--- config.mk ---
export PLATFORM = sky130hd
export DESIGN_NAME = syscfg_lock
export DESIGN_NICKNAME = d
export VERILOG_FILES = /design/src/rtl/syscfg_pkg.sv /design/src/rtl/syscfg_regbank.sv /design/src/rtl/syscfg_flash_wait.sv /design/src/rtl/syscfg_ram_window.sv /design/src/rtl/syscfg_lock.sv
export SDC_FILE = /design/constraint.sdc
export NUM_CORES = 1
export LEC_CHECK = 0
export BUFFER_PORTS_ARGS = -buffer_cell sky130_fd_sc_hd__buf_4
export CORE_MARGIN = 10
export CORE_UTILIZATION = 49
export DETAILED_ROUTE_END_ITERATION = 10
export GPL_TIMING_DRIVEN = 0
export PLACE_DENSITY_LB_ADDON = 0.1
export SLEW_MARGIN = 20
export SYNTH_ARGS = -nofsm -noshare
export SYNTH_HDL_FRONTEND = slang
export SYNTH_SLANG_ARGS = --single-unit
--- constraint.sdc ---
create_clock -name clk -period 1.9 [get_ports clk]
set_input_delay 0.19 -clock clk [delete_from_list [all_inputs] [get_ports clk]]
set_output_delay 0.19 -clock clk [all_outputs]
set_load 0.1 [all_outputs]
--- src/rtl/syscfg_pkg.sv ---
package syscfg_pkg;
  localparam int REG_W = 16;
  typedef enum logic [1:0] {
    SEL_KEY    = 2'd0,
    SEL_RAMSZ  = 2'd1,
    SEL_FLWAIT = 2'd2,
    SEL_NONE   = 2'd3
  } reg_sel_e;
  localparam int RAMSZ_W   = 3;
  localparam int FLWAIT_W  = 2;
  localparam logic [RAMSZ_W-1:0]  RAMSZ_RST  = 3'd2;
  localparam logic [RAMSZ_W-1:0]  RAMSZ_MAX  = 3'd2;
  localparam logic [FLWAIT_W-1:0] FLWAIT_RST = 2'd1;
endpackage

--- src/rtl/syscfg_regbank.sv ---
module syscfg_regbank
  import syscfg_pkg::*;
#(
  parameter logic [REG_W-1:0] KEY_VAL = 16'h0096
) (
  input  logic                clk,
  input  logic                rst_n,
  input  logic                we,
  input  logic [1:0]          addr,
  input  logic [REG_W-1:0]    wdata,
  output logic [REG_W-1:0]    rdata,
  output logic [RAMSZ_W-1:0]  ramsz_o,
  output logic [FLWAIT_W-1:0] flwait_o
);
  logic [REG_W-1:0]    key_q, key_d;
  logic [RAMSZ_W-1:0]  ramsz_q, ramsz_d;
  logic [FLWAIT_W-1:0] flw_q, flw_d;
  logic                unlocked;

  assign unlocked = (key_q == KEY_VAL);

  always_comb begin
    key_d   = key_q;
    ramsz_d = ramsz_q;
    flw_d   = flw_q;
    if (we) begin
      case (reg_sel_e'(addr))
        SEL_KEY:    key_d = wdata;
        SEL_RAMSZ:  if (unlocked && (wdata[RAMSZ_W-1:0] <= RAMSZ_MAX)) ramsz_d = wdata[RAMSZ_W-1:0];
        SEL_FLWAIT: if (unlocked) flw_d = wdata[FLWAIT_W-1:0];
        default:    ;
      endcase
    end
  end

  always_comb begin
    rdata = '0;
    case (reg_sel_e'(addr))
      SEL_KEY:    rdata = key_q;
      SEL_RAMSZ:  rdata[RAMSZ_W-1:0]  = ramsz_q;
      SEL_FLWAIT: rdata[FLWAIT_W-1:0] = flw_q;
      default:    rdata = '0;
    endcase
  end

  always_ff @(posedge clk or negedge rst_n) begin
    if (!rst_n) begin
      key_q   <= '0;
      ramsz_q <= RAMSZ_RST;
      flw_q   <= FLWAIT_RST;
    end else begin
      key_q   <= key_d;
      ramsz_q <= ramsz_d;
      flw_q   <= flw_d;
    end
  end

  assign ramsz_o  = ramsz_q;
  assign flwait_o = flw_q;

  // a locked bank keeps its protected fields
  p_locked_hold_r3: assert property (@(posedge clk) disable iff (!rst_n)
    !unlocked |=> ($stable(ramsz_q) && $stable(flw_q)));
  // reserved size codes never land in the field
  p_legal_code_r4: assert property (@(posedge clk) disable iff (!rst_n)
    ramsz_q <= RAMSZ_MAX);
endmodule

--- src/rtl/syscfg_flash_wait.sv ---
module syscfg_flash_wait #(
  parameter int WAIT_W = 2,
  parameter int DW     = 16
) (
  input  logic              clk,
  input  logic              rst_n,
  input  logic [WAIT_W-1:0] wait_cfg,
  input  logic              req,
  input  logic [DW-1:0]     arr_data,
  output logic              ready,
  output logic [DW-1:0]     rdata
);
  logic              busy_q, busy_d;
  logic [WAIT_W-1:0] remain_q, remain_d;

  always_comb begin
    busy_d   = busy_q;
    remain_d = remain_q;
    if (!busy_q) begin
      if (req) begin
        busy_d   = 1'b1;
        remain_d = wait_cfg;
      end
    end else if (remain_q == '0) begin
      busy_d = 1'b0;
    end else begin
      remain_d = remain_q - 1'b1;
    end
  end

  always_ff @(posedge clk or negedge rst_n) begin
    if (!rst_n) begin
      busy_q   <= 1'b0;
      remain_q <= '0;
    end else begin
      busy_q   <= busy_d;
      remain_q <= remain_d;
    end
  end

  assign ready = busy_q && (remain_q == '0);
  assign rdata = ready ? arr_data : '0;

  // ready is a single-cycle pulse
  p_ready_pulse_r6: assert property (@(posedge clk) disable iff (!rst_n)
    ready |=> !ready);
  // no data leaks outside the ready cycle
  p_rdata_gate_r6: assert property (@(posedge clk) disable iff (!rst_n)
    !ready |-> (rdata == '0));
  // an access never restarts while one is running
  p_no_restart_r10: assert property (@(posedge clk) disable iff (!rst_n)
    (busy_q && remain_q != '0) |=> busy_q);
endmodule

--- src/rtl/syscfg_ram_window.sv ---
module syscfg_ram_window #(
  parameter int AW         = 11,
  parameter int DW         = 16,
  parameter int CODE_W     = 3,
  parameter int BASE_SHIFT = 9
) (
  input  logic              clk,
  input  logic              rst_n,
  input  logic [CODE_W-1:0] size_code,
  input  logic              req,
  input  logic [AW-1:0]     addr,
  input  logic [DW-1:0]     arr_data,
  output logic              oor,
  output logic [DW-1:0]     rdata
);
  localparam int LW = AW + 1;
  logic [LW-1:0] limit;
  logic          over;
  logic          oor_q, oor_d;
  logic [DW-1:0] rd_q, rd_d;

  assign limit = LW'(1) << (BASE_SHIFT + int'(size_code));
  assign over  = ({1'b0, addr} >= limit);

  always_comb begin
    oor_d = req && over;
    rd_d  = (req && !over) ? arr_data : '0;
  end

  always_ff @(posedge clk or negedge rst_n) begin
    if (!rst_n) begin
      oor_q <= 1'b0;
      rd_q  <= '0;
    end else begin
      oor_q <= oor_d;
      rd_q  <= rd_d;
    end
  end

  assign oor   = oor_q;
  assign rdata = rd_q;

  // an out-of-range flag carries zero data
  p_oor_zero_r8: assert property (@(posedge clk) disable iff (!rst_n)
    oor |-> (rdata == '0));
  // the flag follows a real access
  p_oor_cause_r8: assert property (@(posedge clk) disable iff (!rst_n)
    oor |-> $past(req));
endmodule

--- src/rtl/syscfg_lock.sv ---
module syscfg_lock
  import syscfg_pkg::*;
#(
  parameter int               DW      = 16,
  parameter int               RAM_AW  = 11,
  parameter logic [REG_W-1:0] KEY_VAL = 16'h0096
) (
  input  logic              clk,
  input  logic              rst_n,
  input  logic [1:0]        reg_addr,
  input  logic              reg_we,
  input  logic [REG_W-1:0]  reg_wdata,
  output logic [REG_W-1:0]  reg_rdata,
  input  logic              fl_req,
  input  logic [DW-1:0]     fl_arr_data,
  output logic              fl_ready,
  output logic [DW-1:0]     fl_rdata,
  input  logic              ram_req,
  input  logic [RAM_AW-1:0] ram_addr,
  input  logic [DW-1:0]     ram_arr_data,
  output logic              ram_oor,
  output logic [DW-1:0]     ram_rdata
);
  logic [1:0]          rst_sync_q;
  logic                rst_int_n;
  logic [RAMSZ_W-1:0]  ramsz;
  logic [FLWAIT_W-1:0] flwait;

  always_ff @(posedge clk or negedge rst_n) begin
    if (!rst_n) rst_sync_q <= 2'b00;
    else        rst_sync_q <= {rst_sync_q[0], 1'b1};
  end
  assign rst_int_n = rst_sync_q[1];

  syscfg_regbank #(.KEY_VAL(KEY_VAL)) u_bank (
    .clk(clk), .rst_n(rst_int_n), .we(reg_we), .addr(reg_addr),
    .wdata(reg_wdata), .rdata(reg_rdata), .ramsz_o(ramsz), .flwait_o(flwait)
  );

  syscfg_flash_wait #(.WAIT_W(FLWAIT_W), .DW(DW)) u_flash (
    .clk(clk), .rst_n(rst_int_n), .wait_cfg(flwait), .req(fl_req),
    .arr_data(fl_arr_data), .ready(fl_ready), .rdata(fl_rdata)
  );

  syscfg_ram_window #(.AW(RAM_AW), .DW(DW), .CODE_W(RAMSZ_W), .BASE_SHIFT(9)) u_ram (
    .clk(clk), .rst_n(rst_int_n), .size_code(ramsz), .req(ram_req),
    .addr(ram_addr), .arr_data(ram_arr_data), .oor(ram_oor), .rdata(ram_rdata)
  );
endmodule

==> results.sh, run 1 <==
export IMPL_status="finished, violations left"
export IMPL_violations="negative setup slack"
export IMPL_maxSlewViolCount=0
export IMPL_portBuffers=113
export IMPL_cts_tree="built"
export IMPL_critPathMaxStageDelay_ns=0.56
export IMPL_ant_nets=0
export IMPL_clockBufferDepth=2
export IMPL_syn_inst=213
export IMPL_placedCellCount=385
export IMPL_syn_area_per_cell_sq_um=10.6
export IMPL_fin_nets=427
export IMPL_synth_fa_ha_area_frac=0.0721
export IMPL_final_cells=401
export IMPL_slowest_stage="dfstp_2"
export IMPL_place_ws_ns=-0.660
export IMPL_syn_to_final_growth_pct=63.8
export IMPL_num_vias=2077
export IMPL_placed_cell_area_sq_um=3370
export IMPL_arrival_ns=2.64
export IMPL_cts_made_buffers=5
export IMPL_end_kind="flop"
export IMPL_ys_warn_count=0
export IMPL_drive_gt1_frac=0.559
export IMPL_p_per_area_nw_per_um2=1020
export IMPL_cts_sinks=43
export IMPL_row_count=24
export IMPL_peakVddDrop_v=0.000750
export IMPL_crit_family="flip-flops"
export IMPL_synth_compound_area_frac=0.0416
export IMPL_critPathLaunchType="flop"
export IMPL_fin_skew_ns=0.00337
export IMPL_crit_path_max_fanout=5
export IMPL_grt_max_degree=26
export IMPL_rsz0062_at_grt="true"
export IMPL_syn_area_sq_um=2260
export IMPL_final_hold_viol_count=0
export IMPL_path_clk_slew_ns=0.08
export IMPL_antenna_cells=0
export IMPL_synth_cell_types=36
export IMPL_crit_chain="nand2_4 -> inv_2 -> ha_4 -> nor4b_4 -> ha_1 -> nand2b_4 -> a2111oi_4 -> nor3b_4 -> buf_6 -> o21a_1"
export IMPL_worst_pin_slew_ns=0.680
export IMPL_fp_dieW_microns=87.9
export IMPL_initial_core_util=0.511
export IMPL_die_area_sq_um=7720
export IMPL_worstPathRequired_ns=2.09
export IMPL_overflow=0
export IMPL_via_per_inst=5.18
export IMPL_grt_pass1_vias=2231
export IMPL_crit_buf_inv=2
export IMPL_core_sq_um=4410
export IMPL_fin_ws_ns=-0.554
export IMPL_drt_initial_drc_count=54
export IMPL_root_buffer="clkbuf_8"
export IMPL_muxShareOfSynthArea=0.118
export IMPL_wire_per_inst_microns=17.8
export IMPL_min_period_over_period=1.29
export IMPL_design_area_sq_um=3690
export IMPL_synth_xor_area_frac=0
export IMPL_dp_hpwl_microns=5430
export IMPL_cellLeakagePower_nw=1.86
export IMPL_slew_headroom=0.540
export IMPL_clk_latency_ns=0.29
export IMPL_die_h_microns=87.9
export IMPL_finalSetupViolations=17
export IMPL_synth_simple_gate_area_frac=0.254
export IMPL_io_pins=116
export IMPL_holdCritPathClass="in -> reg"
export IMPL_grt_pass1_wl_microns=10900
export IMPL_totalWireLength_microns=7120
export IMPL_synth_top_family_by_area="simple AND/OR/NAND/NOR gates"
export IMPL_timing_final_crit_period_ns=2.45
export IMPL_crit_type="reg -> reg"
export IMPL_antenna_found_initial=0
export IMPL_ys_ff_latch=43
export IMPL_fmax_mhz=407
export IMPL_firstDrtPassIters=4
export IMPL_maxCapViolCount=0
export IMPL_drc=0
export IMPL_track_usage=0.174
export IMPL_globalplace_congestion=0.754
export IMPL_ys_seq_area_frac=0.478
export IMPL_htree_levels=2
synthesized netlist by cell type, drive strengths merged:
cell type | instances | area share
dfrtp | 41 | 0.45
o21a | 1 | 0.0033
nor2 | 6 | 0.010
nor4b | 4 | 0.021
mux2 | 20 | 0.10
o211ai | 2 | 0.0067
nor3b | 1 | 0.0055
buf | 5 | 0.015
and3 | 17 | 0.047
nand3b | 2 | 0.0067
nand4b | 1 | 0.0039
ha | 13 | 0.072
a2111oi | 1 | 0.0044
o21ai | 4 | 0.0089
and2b | 1 | 0.0039
clkbuf | 6 | 0.010
mux2i | 4 | 0.018
nor3 | 17 | 0.038
conb | 1 | 0.0017
nor2b | 2 | 0.0055
a21o | 2 | 0.0067
nor4 | 3 | 0.011
a221oi | 1 | 0.0039
nand4 | 2 | 0.0055
nand2b | 2 | 0.0055
and2 | 15 | 0.042
inv | 6 | 0.010
dfstp | 2 | 0.023
a21oi | 2 | 0.0044
nand2 | 24 | 0.040
nand3 | 4 | 0.0089
a211oi | 1 | 0.0033
metal layers:
| metal | track usage | up-vias | wire, microns |
|---|---|---|---|
| met5 | 0 | - | 0 |
| met4 | 0.0420 | 0 | 102 |
| li1 | - | 1013 | - |
| met3 | 0.0836 | 9 | 754 |
| met2 | 0.300 | 85 | 3510 |
| met1 | 0.189 | 970 | 2760 |
stage by stage:
step | setup TNS, ns | power (mW) | hold WS, ns | utilization
2_1_floorplan | -6.96 | 2.67 | -0.106 | -
3_3_place_gp | -10.01 | 3.11 | -0.0258 | 0.759
3_5_place_dp | -9.99 | 3.15 | -0.0244 | 0.764
4_1_cts | -9.16 | 3.73 | 0.126 | 0.815
5_1_grt | -11.08 | 3.94 | 0.114 | 0.837
6_report | -8.95 | 3.78 | 0.128 | 0.837
placed cells by master (no fill, tap or decap), types with 2 or more instances in the layout:
cell      netlist  final
buf_4           1    114
nor4b_4         0      2
nand3_1         4      3
o211ai_1        2      2
nor3_4          0      3
mux2i_1         4      4
inv_1           6      5
clkbuf_1        6      5
buf_8           0      2
nand4_1         2      2
conb_1          1      7
mux2_2         20     20
a21o_1          2      2
buf_6           1      7
nand3b_1        2      2
o21ai_0         4      2
clkbuf_8        0      5
nor2_1          6      5
ha_4            0      4
dfrtp_1        41     40
nor2b_1         2      2
nand2_1        24     23
and2_1         15     15
clkinv_2        0      3
ha_1           13      9
nor3_2          0     13
dfstp_2         2      2
and3_1         17     16
timing repair:
item / CTS / global route
resized for setup: 12 / 18
endpoints found under the setup margin: 27 / 32
cloned: 2 / 0
buffers inserted: 5 / 0
hold buffers: 1 / 0
pin swaps: 8 / 7
endpoints found under the hold margin: 2 / 0
state kept, by name, summed over array words and instances, names as in the netlist:
register / count
u_bank.key_q: 16
u_ram.rdata: 16
u_bank.ramsz_o: 3
rst_sync_q: 2
u_bank.flwait_o: 2
u_flash.remain_q: 2
u_flash.busy_q: 1
u_ram.oor: 1
area by class of cell:
class / instances / area (sq um)
Buffer: 11 / 73.8
Sequential cell: 43 / 1080
Tap cell: 52 / 65.1
Clock inverter: 3 / 15.0
Timing Repair Buffer: 122 / 977
Inverter: 6 / 22.5
Multi-Input combinational cell: 159 / 1390
Fill cell: 247 / 719
Clock buffer: 5 / 68.8
report_power, final:
group          switching, mW  internal, mW
Clock                  0.301         0.251
Combinational           1.53         0.573
Sequential            0.0917          1.03
final timing paths:
| path | startpoint | to | slack [ns] | cells after the start |
|---|---|---|---|---|
| setup reg to reg | u_bank.ramsz_o[1] | u_ram.oor | -0.55 | 10 |
| max in group asynchronous | rst_sync_q[1] | u_bank.flwait_o[0] | 1.17 | 1 |
| hold reg to reg | rst_sync_q[1] | u_bank.key_q[3] | 0.19 | 0 |
| hold / removal | reg_wdata[12] | u_bank.key_q[12] | 0.13 | 2 |
| min in group asynchronous | rst_sync_q[1] | u_bank.key_q[3] | 0.19 | 0 |
| setup / recovery | u_bank.ramsz_o[1] | u_ram.oor | -0.55 | 10 |
kinds of logic after synthesis:
group                    count (synthesis)
AO/OA/AOI/OAI                           14
adder cells (fa/ha/maj)                 13
buffers and inverters                   17
flip-flops                              43
multiplexers                            24
other                                    1
AND/OR/NAND/NOR                        101
worst reg2reg max path, delay by kind of cell (launching register included):
kind | cells | cell delay, ns
buffers and inverters | 2 | 0.20
adders and majority gates | 2 | 0.49
AOI/OAI and AO/OA | 2 | 0.55
and+or+nand+nor | 4 | 0.55
DFF | 1 | 0.56
Note: power is estimated with default switching activity, not from simulation.
==> run 2: changes to the inputs <==
==> constraint.sdc (replaced) <==
create_clock -name clk -period 1.9 [get_ports clk]
set_input_delay 0.095 -clock clk [delete_from_list [all_inputs] [get_ports clk]]
set_output_delay 0.095 -clock clk [all_outputs]
set_load 0.1 [all_outputs]
==> run 2 against run 1 <==
Effect of this change:
- the run still ends with negative setup slack left
- clock power up 13%
- non-clock buffer count up 5
- total power up 0.96%
- utilization up 1.0 points
- wire length down 0.81%
- cell count up 1.2%
- critical path depth up 1
- design area up 1.3%
- first-iteration DRC count up 43%
- sequential share of layout area down 0.33 points
- sequential power about the same
- critical endpoint unchanged
- largest power group unchanged
==> results.sh, run 2 (synthesis gave the netlist of run 1 again) <==
export IMPL_cellLeakagePower_nw=1.89
export IMPL_globalplace_congestion=0.844
export IMPL_rr_worst_depth=11
export IMPL_clockBufferDepth=2
export IMPL_critPathLaunchType="flop"
export IMPL_rr_startpoint="u_bank.ramsz_o[1]"
export IMPL_initial_core_util=0.511
export IMPL_finalSetupViolations=17
export IMPL_drc=0
export IMPL_maxSlewViolCount=0
export IMPL_grt_pass1_vias=2129
export IMPL_fin_ws_ns=-0.574
export IMPL_holdCritPathClass="in -> reg"
export IMPL_portBuffers=113
export IMPL_maxCapViolCount=0
export IMPL_critPathMaxStageDelay_ns=0.56
export IMPL_p_per_area_nw_per_um2=1020
export IMPL_layout_common_cells="buf_4 (118), dfrtp_1 (39), nand2_1 (22)"
export IMPL_design_area_sq_um=3740
export IMPL_syn_to_final_growth_pct=65.8
export IMPL_fmax_mhz=404
export IMPL_path_clk_slew_ns=0.08
export IMPL_worstPathRequired_ns=2.09
export IMPL_num_vias=2119
export IMPL_track_usage=0.175
export IMPL_htree_levels=2
export IMPL_totalWireLength_microns=7060
export IMPL_timing_final_crit_period_ns=2.47
export IMPL_clk_latency_ns=0.29
export IMPL_place_ws_ns=-0.684
export IMPL_cts_sinks=43
export IMPL_antenna_cells=0
export IMPL_die_h_microns=87.9
export IMPL_fp_dieW_microns=87.9
export IMPL_rrSetupSlack_ns=-0.57
export IMPL_root_buffer="clkbuf_8"
export IMPL_cts_tree="built"
export IMPL_arrival_ns=2.66
export IMPL_firstDrtPassIters=4
export IMPL_drive_gt1_frac=0.565
export IMPL_fin_skew_ns=0.00227
export IMPL_overflow=0
export IMPL_final_common_cell="buf_4"
export IMPL_tns_ns=-9.04
export IMPL_io_pins=116
export IMPL_end_kind="flop"
export IMPL_antenna_found_initial=0
export IMPL_grt_pass1_wl_microns=10800
export IMPL_dp_hpwl_microns=5290
export IMPL_grt_max_degree=27
export IMPL_via_per_inst=5.22
export IMPL_slowest_stage="dfstp_2"
export IMPL_wire_per_inst_microns=17.4
export IMPL_peakVddDrop_v=0.000737
export IMPL_cpMostUsedCell="buf_6"
export IMPL_p_total_mw=3.81
export IMPL_die_area_sq_um=7720
export IMPL_min_period_over_period=1.30
export IMPL_startpoint="u_bank.ramsz_o[1]"
export IMPL_cts_made_buffers=5
export IMPL_crit_path_max_fanout=4
export IMPL_violations="negative setup slack"
export IMPL_ant_nets=0
export IMPL_timing_hold_ws_ns=0.0318
export IMPL_r2r_end="u_ram.oor"
export IMPL_endpoint="u_ram.oor"
export IMPL_placed_cell_area_sq_um=3370
export IMPL_fin_nets=432
export IMPL_row_count=24
export IMPL_final_hold_viol_count=0
export IMPL_crit_chain="nand2_4 -> inv_2 -> ha_4 -> nor4b_4 -> ha_1 -> nand2b_4 -> a2111oi_4 -> nor3b_4 -> buf_6 -> buf_6 -> o21a_1"
export IMPL_rsz0062_at_grt="true"
export IMPL_crit_type="reg -> reg"
export IMPL_drt_initial_drc_count=77
export IMPL_core_sq_um=4410
export IMPL_status="finished, violations left"
run 2: changes by cell type in the layout (fill, tap and decap cells not counted), moves of 2 or more:
cell,previous run,this run
clkinv_2,3,0
clkbuf_8,5,7
buf_4,114,118
nor4b_2,1,3
run 2: critical path: cells and delay by family, from the launching register on:
kind / cells / cell delay, ns
compound gates: 2 / 0.53
fa+ha+maj: 2 / 0.47
buf+inv: 3 / 0.32
flops: 1 / 0.56
simple gates: 4 / 0.48
run 2: stage by stage:
step / utilization / instances
after floorplan: - / 219
after global placement: 0.759 / 384
after detailed placement: 0.763 / 385
after CTS: 0.823 / 404
after global routing: 0.848 / 406
final: 0.848 / 406
run 2: metal layers:
layer / track usage / wire length, microns / vias to the layer above
li1: - / - / 1023
met1: 0.188 / 2500 / 1002
met2: 0.304 / 3730 / 84
met3: 0.0780 / 734 / 10
met4: 0.0536 / 102 / 0
met5: 0 / 0 / -
run 2: worst min path at each step:
stage | start | end | depth (start not counted)
final | reg_wdata[7] | u_bank.key_q[7] | 2
after detailed placement | rst_n | rst_sync_q[0] | 1
after global placement | rst_n | rst_sync_q[0] | 1
after floorplan | rst_n | rst_sync_q[0] | 0
after global routing | reg_wdata[3] | u_bank.key_q[3] | 2
after CTS | reg_wdata[7] | u_bank.key_q[7] | 2
run 2: layout make-up:
| type | count | area, sq um |
|---|---|---|
| Tap cell | 52 | 65.1 |
| Buffer | 11 | 73.8 |
| Fill cell | 270 | 673 |
| Clock buffer | 8 | 100 |
| Inverter | 6 | 22.5 |
| Sequential cell | 43 | 1080 |
| Multi-Input combinational cell | 159 | 1380 |
| Timing Repair Buffer | 127 | 1020 |
run 2: what timing repair did:
item                                    in CTS  in global routing
gates resized for setup                     13                 15
hold endpoints to repair                     2                  0
endpoints found under the setup margin      26                 29
cloned                                       2                  0
setup buffers                                8                  3
pin swaps                                   10                  5
hold buffers                                 1                  0
run 2: power by group:
group          internal (mW)  leakage [nW]  switching [mW]  total [mW]
logic                  0.559          1.30            1.52        2.08
registers               1.03         0.538          0.0829        1.11
clock network          0.332        0.0515           0.293       0.624
